`config.mk`:
```
export PLATFORM = sky130hd
export DESIGN_NAME = mac_row
export DESIGN_NICKNAME = d
export VERILOG_FILES = /design/src/rtl/mac_row_pkg.sv /design/src/rtl/row_issue.sv /design/src/rtl/row_mul_stage.sv /design/src/rtl/row_acc_stage.sv /design/src/rtl/mac_row.sv
export SDC_FILE = /design/constraint.sdc
export NUM_CORES = 2
export LEC_CHECK = 0
export BUFFER_PORTS_ARGS = -buffer_cell sky130_fd_sc_hd__buf_2
export CORE_ASPECT_RATIO = 2
export CORE_MARGIN = 5
export CORE_UTILIZATION = 45
export CTS_CLUSTER_SIZE = 28
export DETAILED_ROUTE_END_ITERATION = 8
export SYNTH_ARGS = -nofsm -noshare
export SYNTH_HDL_FRONTEND = slang
export SYNTH_SLANG_ARGS = --single-unit
```
`constraint.sdc`:
```
create_clock -name clk -period 10.5 [get_ports clk]
set_clock_uncertainty 0.15 [all_clocks]
set_input_delay 1.575 -clock clk [delete_from_list [all_inputs] [get_ports clk]]
set_output_delay 1.575 -clock clk [all_outputs]
set_load 0.005 [all_outputs]
```
`src/rtl/mac_row_pkg.sv`:
```
package mac_row_pkg;
  localparam int WORD_W = 32;
  typedef logic [WORD_W-1:0]   word_t;
  typedef logic [2*WORD_W-1:0] dword_t;

  // Full product of two words.
  function automatic dword_t word_mul(word_t a, word_t b);
    return dword_t'(a) * dword_t'(b);
  endfunction

  // Accumulate one word: stored word + product + chained upper word.
  // Bounded by (2^32-1) + (2^32-1)^2 + (2^32-1) = 2^64-1.
  function automatic dword_t word_mac(word_t t, dword_t p, word_t c);
    return dword_t'(t) + p + dword_t'(c);
  endfunction
endpackage

```
`src/rtl/row_issue.sv`:
```
module row_issue #(
  parameter int MAX_WORDS = 33,
  localparam int AW = $clog2(MAX_WORDS),
  localparam int CW = $clog2(MAX_WORDS + 1)
) (
  input  logic          clk,
  input  logic          rst_n,
  input  logic          launch,
  input  logic [CW-1:0] len,
  output logic          rd_en,
  output logic [AW-1:0] rd_addr,
  output logic          rd_last
);
  logic          active;
  logic [AW-1:0] idx;
  logic [AW-1:0] last_idx;

  always_ff @(posedge clk) begin
    if (!rst_n) begin
      active   <= 1'b0;
      idx      <= '0;
      last_idx <= '0;
    end else if (launch) begin
      active   <= 1'b1;
      idx      <= '0;
      last_idx <= AW'(len - CW'(1));
    end else if (active) begin
      if (idx == last_idx) active <= 1'b0;
      else                 idx    <= idx + AW'(1);
    end
  end

  assign rd_en   = active;
  assign rd_addr = idx;
  assign rd_last = active && (idx == last_idx);
endmodule

```
`src/rtl/row_mul_stage.sv`:
```
module row_mul_stage
  import mac_row_pkg::*;
#(
  parameter int AW = 6
) (
  input  logic          clk,
  input  logic          rst_n,
  input  logic          in_valid,
  input  logic          in_last,
  input  logic [AW-1:0] in_addr,
  input  word_t         a_word,
  input  word_t         t_word,
  input  word_t         y_word,
  output logic          out_valid,
  output logic          out_last,
  output logic [AW-1:0] out_addr,
  output dword_t        prod,
  output word_t         t_dly
);
  always_ff @(posedge clk) begin
    if (!rst_n) begin
      out_valid <= 1'b0;
      out_last  <= 1'b0;
    end else begin
      out_valid <= in_valid;
      out_last  <= in_valid && in_last;
    end
  end

  always_ff @(posedge clk) begin
    if (in_valid) begin
      out_addr <= in_addr;
      prod     <= word_mul(a_word, y_word);
      t_dly    <= t_word;
    end
  end
endmodule

```
`src/rtl/row_acc_stage.sv`:
```
module row_acc_stage
  import mac_row_pkg::*;
#(
  parameter int AW = 6
) (
  input  logic          clk,
  input  logic          rst_n,
  input  logic          clear,
  input  logic          in_valid,
  input  logic          in_last,
  input  logic [AW-1:0] in_addr,
  input  dword_t        prod,
  input  word_t         t_dly,
  output logic          we,
  output logic [AW-1:0] waddr,
  output word_t         wdata,
  output logic          done,
  output word_t         carry_out,
  output word_t         chain_carry
);
  dword_t sum;
  word_t  carry_q;

  assign sum         = word_mac(t_dly, prod, carry_q);
  assign chain_carry = carry_q;

  always_ff @(posedge clk) begin
    if (!rst_n) begin
      we        <= 1'b0;
      done      <= 1'b0;
      carry_q   <= '0;
      carry_out <= '0;
      waddr     <= '0;
      wdata     <= '0;
    end else begin
      we   <= in_valid;
      done <= in_valid && in_last;
      if (clear) begin
        carry_q <= '0;
      end else if (in_valid) begin
        carry_q <= sum[2*WORD_W-1:WORD_W];
      end
      if (in_valid) begin
        waddr <= in_addr;
        wdata <= sum[WORD_W-1:0];
        if (in_last) carry_out <= sum[2*WORD_W-1:WORD_W];
      end
    end
  end
endmodule

```
`src/rtl/mac_row.sv`:
```
module mac_row
  import mac_row_pkg::*;
#(
  parameter int MAX_WORDS = 33,
  localparam int AW = $clog2(MAX_WORDS),
  localparam int CW = $clog2(MAX_WORDS + 1)
) (
  input  logic          clk,
  input  logic          rst_n,
  input  logic          start,
  input  logic [31:0]   scalar,
  input  logic [CW-1:0] nwords,
  output logic          busy,
  output logic          done,
  output logic [31:0]   carry_out,
  output logic          rd_en,
  output logic [AW-1:0] rd_addr,
  input  logic [31:0]   op_rdata,
  input  logic [31:0]   acc_rdata,
  output logic          acc_we,
  output logic [AW-1:0] acc_waddr,
  output logic [31:0]   acc_wdata
);
  // Named internal events for the checker.
  logic          start_ok;
  logic          rd_last;
  logic          v0, v0_last;
  logic [AW-1:0] v0_addr;
  logic          v1, v1_last;
  logic [AW-1:0] v1_addr;
  dword_t        prod;
  word_t         t_dly;
  word_t         y_q;
  word_t         chain_carry;

  assign start_ok = start && !busy;
  assign busy     = rd_en || v0 || v1 || acc_we;

  always_ff @(posedge clk) begin
    if (!rst_n)        y_q <= '0;
    else if (start_ok) y_q <= scalar;
  end

  row_issue #(.MAX_WORDS(MAX_WORDS)) u_issue (
    .clk     (clk),
    .rst_n   (rst_n),
    .launch  (start_ok),
    .len     (nwords),
    .rd_en   (rd_en),
    .rd_addr (rd_addr),
    .rd_last (rd_last)
  );

  // Tag alignment with the one-cycle RAM read latency.
  always_ff @(posedge clk) begin
    if (!rst_n) begin
      v0      <= 1'b0;
      v0_last <= 1'b0;
      v0_addr <= '0;
    end else begin
      v0      <= rd_en;
      v0_last <= rd_last;
      v0_addr <= rd_addr;
    end
  end

  row_mul_stage #(.AW(AW)) u_mul (
    .clk       (clk),
    .rst_n     (rst_n),
    .in_valid  (v0),
    .in_last   (v0_last),
    .in_addr   (v0_addr),
    .a_word    (op_rdata),
    .t_word    (acc_rdata),
    .y_word    (y_q),
    .out_valid (v1),
    .out_last  (v1_last),
    .out_addr  (v1_addr),
    .prod      (prod),
    .t_dly     (t_dly)
  );

  row_acc_stage #(.AW(AW)) u_acc (
    .clk         (clk),
    .rst_n       (rst_n),
    .clear       (start_ok),
    .in_valid    (v1),
    .in_last     (v1_last),
    .in_addr     (v1_addr),
    .prod        (prod),
    .t_dly       (t_dly),
    .we          (acc_we),
    .waddr       (acc_waddr),
    .wdata       (acc_wdata),
    .done        (done),
    .carry_out   (carry_out),
    .chain_carry (chain_carry)
  );
endmodule

```
==> impl_metrics.yaml <==
finish:
  final_core_util: 0.4821
  syn2layout_area_growth_pct: 6.241
  drive_gt1_frac: 0.06845
  fin_nets: 6059
hold_path:
  hold_start: "v0_addr[5]"
  min_to: "u_mul.out_addr[5]"
  hold_depth: 0
  hold_path.class: "reg2reg"
global_route:
  grt_usage: 0.2694
  grt_pass1_wl_um: 214900
  grt_pass1_vias: 36190
  overflow: 0
  antenna_found_initial: 4
  grt_max_degree: 66
power:
  p_per_area_nw_per_um2: 262.9
  p_leak_nw: 22.82
  vdd_drop_max_v: 0.0003904
timing:
  min_period_ns: 9.044
  finalSetupViolCount: 0
  max_slew_margin: 0.2093
  worstMarginPinSlew_ns: 1.184
  fin_crit_sh: 0.8613
  rsz0062_at_grt: "no"
  fmax_mhz: 110.6
  slew_viol_final: 0
  finalHoldViolCount: 0
  tns_ns: 0
  setup_ws_ns: 1.456
flow_run:
  cap_violations: 0
run_status:
  status: "finished, final reports clean"
synth:
  ys_ff_latch: 261
  ys_async_sr_fraction: 0
  synth-main-ff-cell: "dfxtp_1"
  synth.avg_cell_area_sq_um: 9.441
  yosys_warnings: 0
  syn_nets: 6075
  yosysUniqueCellTypes: 72
  synthCells: 4744
  yosysTopAreaCell: "fa_1"
  synth_area_leaders: "fa_1 (42%), and2_1 (8.7%), ha_1 (8.3%)"
  synth-seq-area-share: 0.1395
  synth_area_sq_um: 44790
  yosysTopAreaCellShare: 0.4152
  synth_edf_count: 102
die:
  core_area_sq_um: 98710
  pin_count: 185
  dieArea_sq_um: 106300
  die_h_um: 456.2
  initial_utilization: 0.4537
  die_w_um: 233.1
  row_count: 163
critical_path:
  r2r_end: "u_mul.prod[60]"
  worstReg2RegStart: "y_q[8]"
  r2r_cells: 23
  critical_path_class: "in2reg"
  rrSetupSlack_ns: 1.91
  cp_max_fo: 32
  endpoint_kind: "flip-flop"
  cp.arrival_ns: 9.23
  cp_data_required_time_ns: 10.68
  start_kind: "primary input"
drt:
  antenna_left: 0
  wl_um: 143200
  num_vias: 32700
  drt_iter0_markers: 1684
  wire_per_inst_um: 23.60
  drcViolationCount: 0
  via_per_inst: 5.387
  firstDrtPassIters: 7
placement:
  finalWeightedCongestion: 0.9558
  port_buffers: 184
  dpl_worst_slack_ns: 0.8580
  dp_hpwl_um: 116200
clocking:
  numCtsBuffers: 26
  path_clk_slew_ns: 0.07
  clk_path_buf_depth: 3
  tritoncts: "built"
  ctsHoldBuffers: 0
  ctsResizeCount: 0
  htreeDepth: 1
  clock_latency_ns: 0.60
  clockRootBuffer: "clkbuf_16"
  cts_setup_buffers: 0
  cts_sinks: 261
==> cells in the mapped netlist, types with 39 or more instances <==
cell / n
nand3_1: 39
edfxtp_1: 102
nor2_1: 106
and2_1: 624
o21ai_0: 101
ha_1: 297
xor2_1: 60
fa_1: 929
inv_1: 884
nand2_1: 573
a21o_1: 39
clkbuf_1: 250
dfxtp_1: 159
xnor2_1: 76
a21oi_1: 196
==> how the worst max path moves through the flow <==
stage,slack (ns),to,start,depth (start not counted)
global placement,0.95,u_mul.prod[56],op_rdata[12],24
detailed placement,0.86,u_mul.prod[56],op_rdata[12],24
finish,1.46,u_mul.prod[60],op_rdata[19],22
floorplan,1.96,u_mul.prod[54],op_rdata[16],23
CTS,1.50,u_mul.prod[56],op_rdata[12],24
global route,1.09,u_mul.prod[56],op_rdata[11],24
==> state kept, by name, summed over array words and instances, names as in the netlist <==
signal / cells
u_mul.out_valid: 1
u_mul.out_last: 1
u_mul.prod: 64
u_mul.out_addr: 6
u_mul.t_dly: 32
u_acc.we: 1
u_acc.done: 1
u_issue.rd_addr: 6
v0_last: 1
u_acc.chain_carry: 32
u_acc.waddr: 6
u_issue.last_idx: 6
v0_addr: 6
y_q: 32
u_acc.wdata: 32
u_issue.rd_en: 1
u_acc.carry_out: 32
v0: 1
==> layout by cell type (no fill, tap or decap), types with 5 or more instances in the layout <==
cell type	n
nand2b_1	9
o21ai_0	101
o211ai_1	12
nand3_1	39
a21o_1	39
nor3b_1	5
nand4_1	33
mux2i_1	33
clkinv_2	7
and2_1	622
buf_2	184
inv_1	884
a31oi_1	8
a21oi_1	196
nand3b_1	8
o21a_1	9
buf_4	43
o21ai_1	12
fa_1	929
nand2_1	572
edfxtp_1	102
and3_1	17
nor3_1	15
xnor2_1	76
clkbuf_16	27
xor2_1	60
dfxtp_1	140
a211oi_1	24
nor2_1	105
ha_1	297
o21bai_1	18
o31ai_1	6
nor2b_1	8
dfxtp_2	17
nor4_1	11
==> worst max-delay path: stages <==
cell	delay (ns)
buf_2	0.60
and2_1	0.29
fa_1	0.40
inv_1	0.08
fa_1	0.42
fa_1	0.48
fa_1	0.58
inv_1	0.06
fa_1	0.49
fa_1	0.58
fa_1	0.43
fa_1	0.48
ha_1	0.42
a21oi_1	0.27
o21ai_1	0.15
nand2b_1	0.18
a31oi_1	0.34
o31ai_1	0.23
or4_4	0.61
a21oi_2	0.24
a31oi_1	0.13
xor2_1	0.15
==> logic make-up (layout without fill, tap and decap cells) <==
| family | Yosys count | count (layout) | share of synthesized area |
|---|---|---|---|
| muxes | 33 | 33 | 0.007375 |
| buffers and inverters | 1156 | 1160 | 0.09847 |
| DFF | 261 | 261 | 0.1395 |
| and+or+nand+nor | 1462 | 1462 | 0.1655 |
| AOI/OAI and AO/OA | 470 | 470 | 0.06436 |
| other | 0 | 2 | 0 |
| xor gates and xnor gates | 136 | 136 | 0.02659 |
| adders and majority gates | 1226 | 1226 | 0.4982 |
==> per-stage QoR <==
step / hold WS [ns] / instances / total power, mW / instance area (sq um)
2_1_floorplan: 0.2355 / 4744 / 8.405 / 44790
3_3_place_gp: 0.2365 / 6020 / 11.38 / 46630
3_5_place_dp: 0.2404 / 6020 / 11.42 / 46630
4_1_cts: 0.2578 / 6068 / 12.55 / 47580
5_1_grt: 0.2669 / 6070 / 13.53 / 47580
6_report: 0.2554 / 6070 / 12.51 / 47580
==> layer usage <==
metal / track usage / share of wire / vias up
li1: - / - / 14350
met1: 0.2740 / 0.32 / 16820
met2: 0.5049 / 0.54 / 1091
met3: 0.02332 / 0.040 / 436
met4: 0.1944 / 0.094 / 2
met5: 0 / 0.000091 / -
==> where the power goes <==
| group | internal (mW) | switching [mW] |
|---|---|---|
| clock network | 0.585 | 0.457 |
| registers | 1.47 | 0.206 |
| logic | 3.62 | 6.17 |
==> area by class of cell <==
class,count,area (sq um)
timing repair buffer,227,1244
sequential,261,6275
multi-input combinational,3327,34140
tap,1320,1652
antenna,2,5.005
clock buffer,28,689.4
clock inverter,20,256.5
inverter,885,3323
fill,9624,51130
Power figures use the tool's default switching activity.
